[src/rtl/rx_fifo_ctl.sv]
module rx_fifo_ctl #(
  parameter int WIDTH = 8,
  parameter int DEPTH = 16
) (
  input  logic                         clk,
  input  logic                         rst_n,
  input  logic                         ctl_wr,
  input  logic [7:0]                   ctl_wdata,
  input  logic                         loop_en,
  input  logic                         tx_wr,
  input  logic [WIDTH-1:0]             tx_wdata,
  input  logic                         line_valid,
  input  logic [WIDTH-1:0]             line_data,
  input  logic                         rd_pop,
  output logic [WIDTH-1:0]             rd_data,
  output logic [$clog2(DEPTH+1)-1:0]   level,
  output logic                         overrun,
  output logic [7:0]                   fcr_q
);
  localparam int AW = (DEPTH > 1) ? $clog2(DEPTH) : 1;
  localparam int CW = $clog2(DEPTH + 1);
  localparam logic [7:0] KEEP_MASK = 8'hC9;
  localparam logic [AW-1:0] LAST = AW'(DEPTH - 1);

  logic [WIDTH-1:0] mem [DEPTH];
  logic [AW-1:0]    wr_ptr, rd_ptr;

  logic             push, empty, full, do_pop, do_push, flush;
  logic [WIDTH-1:0] push_data;
  logic [CW-1:0]    cap;

  assign push      = loop_en ? tx_wr : line_valid;
  assign push_data = loop_en ? tx_wdata : line_data;
  assign cap       = fcr_q[0] ? CW'(DEPTH) : CW'(1);
  assign empty     = (level == '0);
  assign full      = (level == cap);
  assign do_pop    = !ctl_wr && rd_pop && !empty;
  assign do_push   = !ctl_wr && push && (!full || do_pop);
  assign flush     = ctl_wr && ((ctl_wdata[0] ^ fcr_q[0]) || (ctl_wdata[0] && ctl_wdata[1]));
  assign rd_data   = empty ? '0 : mem[rd_ptr];

  function automatic logic [AW-1:0] bump(input logic [AW-1:0] p);
    return (p == LAST) ? '0 : p + AW'(1);
  endfunction

  always_ff @(posedge clk or negedge rst_n) begin
    if (!rst_n) begin
      wr_ptr  <= '0;
      rd_ptr  <= '0;
      level   <= '0;
      overrun <= 1'b0;
      fcr_q   <= 8'h00;
    end else begin
      overrun <= !ctl_wr && push && full && !do_pop;
      if (ctl_wr) begin
        fcr_q <= ctl_wdata[0] ? (ctl_wdata & KEEP_MASK) : 8'h00;
        if (flush) begin
          wr_ptr <= '0;
          rd_ptr <= '0;
          level  <= '0;
        end
      end else begin
        if (do_push) wr_ptr <= bump(wr_ptr);
        if (do_pop)  rd_ptr <= bump(rd_ptr);
        if (do_push && !do_pop)      level <= level + CW'(1);
        else if (do_pop && !do_push) level <= level - CW'(1);
      end
    end
  end

  always_ff @(posedge clk) begin
    if (do_push) mem[wr_ptr] <= push_data;
  end
endmodule

[config.mk]
export PLATFORM = sky130hd
export DESIGN_NAME = rx_fifo_ctl
export DESIGN_NICKNAME = d
export VERILOG_FILES = /design/src/rtl/rx_fifo_ctl.sv
export SDC_FILE = /design/constraint.sdc
export NUM_CORES = 1
export LEC_CHECK = 0
export BUFFER_PORTS_ARGS = -buffer_cell sky130_fd_sc_hd__buf_2
export CAP_MARGIN = 5
export CORE_UTILIZATION = 50
export DETAILED_ROUTE_END_ITERATION = 8
export PLACE_DENSITY_LB_ADDON = 0.2
export SLEW_MARGIN = 20
export SYNTH_ARGS = -nofsm -noshare
export SYNTH_HDL_FRONTEND = slang
export SYNTH_SLANG_ARGS = --single-unit
[constraint.sdc]
create_clock -name clk -period 3.25 [get_ports clk]
set_clock_uncertainty 0.05 [all_clocks]
set_input_delay 0.65 -clock clk [delete_from_list [all_inputs] [get_ports clk]]
set_output_delay 0.65 -clock clk [all_outputs]
set_load 0.05 [all_outputs]
# --- Word-level counts from Yosys, hierarchy flattened ---
# Memory sizes are Yosys's and may differ from the RTL's.
# Index checks and enable logic that the tools add are counted.
word_totals:
  ff_bits: 22
  latch_bits: 0
  mem_bits_rw: 128
  rom_bits: 0
  out_inout_bits: 22
  wordCells: 57
  mem_count: 1
mem_list:
  columns: ["memory", "depth", "width", "rd", "rd_clocked_by_memory_dff", "write_ports", "line", "source"]
  rows:
  - ["mem", 16, 8, 1, 0, 1, "25", "logic [WIDTH-1:0] mem [DEPTH];"]
op_classes:
  n_addsub: 4
  multipliers: 0
  n_div: 0
  magnitude_cmp: 0
  eq_ne: 4
  shift: 0
  n_mux: 18
  bitwise: 1
  reduce_logical: 24
ops:
  columns: ["operator", "n"]
  rows:
  - ["$mux W4", 7]
  - ["$mux W5", 5]
  - ["$mux W8", 3]
  - ["$logic_and A1 B1 Y1", 10]
  - ["$add A4 B1 Y4 const B", 2]
  - ["$eq A4 B4 Y1 const B", 2]
  - ["$reduce_and A2 Y1", 3]
  - ["$add A5 B1 Y5 const B", 1]
  - ["$eq A5 B5 Y1", 1]
  - ["$logic_not A1 Y1", 5]
  - ["$logic_not A5 Y1", 1]
  - ["$sub A5 B1 Y5 const B", 1]
  - ["$reduce_bool A2 Y1", 2]
  - ["$mux W1", 3]
  - ["$reduce_bool A3 Y1", 1]
  - ["$logic_or A1 B1 Y1", 2]
  - ["$ne A2 B1 Y1 const B", 1]
  - ["$xor A1 B1 Y1", 1]

# --- Depth between registers and ports, before layout ---
logic_depth:
  depth_word: 10
  mapped_depth: 11
  depth_no_buf: 9

# --- Worst setup path after synthesis ---
# No wires, ideal clock.
synth_path:
  kind: "register to register"
  start: "reg level[0]"
  end: "reg level[4]"
  arrival_time_ns: 2.974
  t_required_ns: 3.074
  path_slack_ns: 0.100
  stages_incl_launch_ff: 11
  n_path_buf: 1
  synth_period_minus_slack_ns: 3.150
  path_cell_list: "dfrtp_1 and3b_1 o21ai_1 and2_1 buf_2 nand2_1 fa_1 a21o_1 a21oi_1 a21oi_1 o32a_1"
synth_via:
  elab_chain_cells: 9
  word_cells_on_any_way: 18
  cone_classes: "add/sub: 2; eq/ne: 1; mux: 3; reduce/logical: 12"
synth_lines:
  columns: ["item", "line", "source"]
  rows:
  - ["from (decl)", "16", "output logic [$clog2(DEPTH+1)-1:0] level,"]
  - ["from (signal assigned)", "65", "if (do_push && !do_pop) level <= level + CW'(1);"]
  - ["from (signal assigned)", "66", "else if (do_pop && !do_push) level <= level - CW'(1);"]
  - ["parallel branches: the longest is 9 deep, another holds $sub A5 B1 Y5", null, null]
# Several ways; the timed one is not identified. The select of a mux whose other input is x is not followed.
# A chain may end at the register's enable or synchronous reset.

# --- Worst setup path after layout ---
layout_path:
  start: "reg rd_ptr[0]"
  end: "out rd_data[0]"
layout_via:
  elab_chain_cells: 2
layout_lines:
  columns: ["item", "line", "source"]
  rows:
  - ["from (decl)", "26", "logic [AW-1:0] wr_ptr, rd_ptr;"]
  - ["from (signal assigned)", "64", "if (do_pop) rd_ptr <= bump(rd_ptr);"]
  - ["$mem_v2 Z16 W8", null, null]
  - ["$mux W8", "40", "assign rd_data = empty ? '0 : mem[rd_ptr];"]
  - ["to (decl)", "15", "output logic [WIDTH-1:0] rd_data,"]
# No other way between the ends.

==> key figures <==
CTS
  • CTS root buf: clkbuf_16
  • Hold-fix buffers, CTS: 0
  • Worst-Skew Late Latency: 0.41 ns
  • # Post-CTS Setup Buffers: 0
  • CTS resizes: 0
  • Number of CTS-inserted buffers: 17
  • Clk sinks: 146
  • Worst-path clk slew: 0.06 ns
  • Clock buffer depth: 2
  • Htree depth: 4
  • CTS tree: done

Global route
  • Initial antenna violation count: 0
  • First-pass GRT wire length: 19,700 µm
  • Vias in the first global route: 3,504
  • Largest net degree at the start of global routing: 31
  • Tot GR Track Use: 0.214
  • GRT Residual Overflow: 0

Logic synthesis
  • Ys async rst share: 0.123
  • Mean post-synth cell area: 17.6 µm²
  • EDFF count, synth: 128
  • Synth Area in Simple Gates: 0.0645
  • Post-synth cell types: 51
  • Largest family of logic cells by synthesized area: multiplexers
  • Register area share after synthesis: 0.679
  • Largest cells by area after synthesis: edfxtp_1 61%, mux4_2 11%, dfrtp_1 7.1%
  • Synth Cell Area: 0.00632 mm²
  • Compound-cell area share of the yosys netlist: 0.0433
  • Syn Inst Count: 359
  • Top_reg_cell synth: edfxtp_1
  • Multiplexer share of the synthesized area: 0.165
  • #FFs+latches synth: 146
  • Synth Area in Adders: 0.0210
  • Xor/xnor share of the synthesized area: 0.00277
  • Yosys top cell by area: edfxtp_1
  • Synth Warn #: 0
  • Top cell type's share of synthesized area: 0.608

Setup path
  • Worst EP required: 2.55 ns
  • Reg2Reg Depth: 8
  • Critical setup path kind: reg2out
  • Crit path DAT: 2.39 ns
  • CP Launch Point: rd_ptr[0]
  • FF-to-FF Start: level[3]
  • CP Max Fanout: 14
  • Startpoint types: flip-flop
  • CP Capture Type: output port

Place
  • RD Place Congestion: 0.821
  • Number of I/O port buffers: 45
  • Post-DP Area: 0.00683 mm²
  • Pre-CTS setup slack: 0.329 ns
  • Dpl hpwl: 8130 µm

Timing
  • Rel. slew slack: 0.343
  • Worst Max-Slew Pin Slew: 0.980 ns
  • Worst setup margin: 0.155 ns
  • Max Slew Vio Count: 0
  • Final Setup Violations: 0
  • Hold Fails Final Rpt: 0
  • Final min period: 3.09 ns
  • RSZ-0062 raised after global routing: no
  • Setup TNS: 0 ns
  • Final period util: 0.952
  • Fmax: 0.323 GHz

Status
  • Status: finished, final reports clean

Routing
  • Number of DRC markers in iteration 0: 300
  • Met3 Routed Length: 628 µm
  • Final wirelength: 12,400 µm
  • DR top layer: met4
  • Detailed Routing Iterations Pass 1: 4
  • Vias per cell: 5.66
  • DRC: 0
  • WL/cell: 20.6 µm
  • M1 WL: 5220 µm
  • Final ANT Viol Nets: 0
  • DR WL met2: 6450 µm
  • Via count: 3,404

Die
  • # IOs: 53
  • Die width: 114 µm
  • Starting Density: 0.520
  • Die footprint: 0.0131 mm²
  • Core Box Area: 0.0122 mm²
  • Die H: 114 µm
  • Standard-cell rows: 40

Flow run
  • MaxCap Viol Count: 0

Finish
  • Nets: 462
  • Share of post-route cells with drive strength above 1: 0.321
  • Fillers: 911
  • Synthesis-to-finish area growth: 17.4%
  • Final core occ: 0.610
  • # diodes: 0
  • Most frequent cells in the layout: 128 x edfxtp_1, 45 x buf_2, 32 x mux4_2
  • Multi-input logic area: 0.00191 mm²
  • Sequential cell area: 0.00430 mm²
  • Final Cell Area: 0.00742 mm²
  • Leading cell type in the layout, fill and taps excluded: edfxtp_1

Worst hold path
  • Hold Crit Class: in2async

Pwr
  • Maximum VDD drop: 423 µV
  • Pwr/cell area: 804 mW/mm²
  • Pleak: 0.00258 µW
power by group:
group          switching, µW  internal, µW  leakage, µW
sequential               191          2160      0.00139
clock                    706          1270     0.000292
combinational           1040           607     0.000898
total                   1930          4030      0.00258
critical path: stages (launching register included):
cell and delay [ns]:
dfrtp_2 0.51, buf_4 0.32, mux4_2 0.54, mux2i_1 0.22, o22ai_1 0.14, buf_2 0.24
state kept, by name (all words and copies together), names as in the netlist:
register	count
wr_ptr	4
rd_ptr	4
mem	128
level	5
overrun	1
fcr_q	4
synth_stat cells, types with 2 or more instances:
library cell and number:
edfxtp_1 128, mux4_2 32, mux2i_1 22, dfrtp_1 18
nand2_1 16, clkbuf_1 11, nand3_1 10, ha_1 9
mux2_2 9, o22ai_1 9, buf_2 7, inv_1 7
nor3_1 6, nor2_1 5, and4_1 4, and4b_1 4
buf_4 4, nor4b_1 4, o21ai_0 4, a21oi_1 3
and2_1 3, nand2b_1 3, nor3b_1 3, o211ai_1 3
a21o_1 2, a31o_1 2, buf_1 2, nand3b_1 2
nor2b_1 2, nor4_1 2, o21ai_1 2, xnor2_1 2
cell families (layout without fill, tap and decap cells):
logic type                 Yosys count  after routing
adders and majority gates           10             10
xor gates and xnor gates             2              2
and+or+nand+nor                     69             69
muxes                               63             63
AOI/OAI and AO/OA                   36             36
other                                1              4
buffers and inverters               32            103
DFF                                146            146
metrics by stage:
stage	hold slack, ns	total power (µW)	instances
6_report	0.111	5970	601
2_1_floorplan	0.304	3610	362
3_5_place_dp	0.467	4050	570
3_3_place_gp	0.457	4010	570
5_1_grt	0.137	6210	601
4_1_cts	0.122	6020	601
per-layer routing:
layer / track usage / up-vias
met5: 0 / -
met4: 0.0771 / 0
met3: 0.0450 / 10
met2: 0.351 / 93
met1: 0.285 / 1725
li1: - / 1576
worst paths after layout:
kind	endpoint	slack, ns
max	rd_data[0]	0.16
min	wr_ptr[2]	0.11
max reg2reg	level[4]	0.44
min reg2reg	fcr_q[6]	0.47
max in group asynchronous	rd_ptr[0]	2.72
min in group clk	fcr_q[7]	0.43
cell type report:
type                       count  area share
clock buffer                  18      0.0578
clock inverter                13      0.0226
multi-input combinational    184       0.257
sequential                   146       0.579
tap                          168      0.0283
inverter                       7     0.00354
timing repair buffer          65      0.0522
No activity file was read; power rests on OpenSTA's default activity.
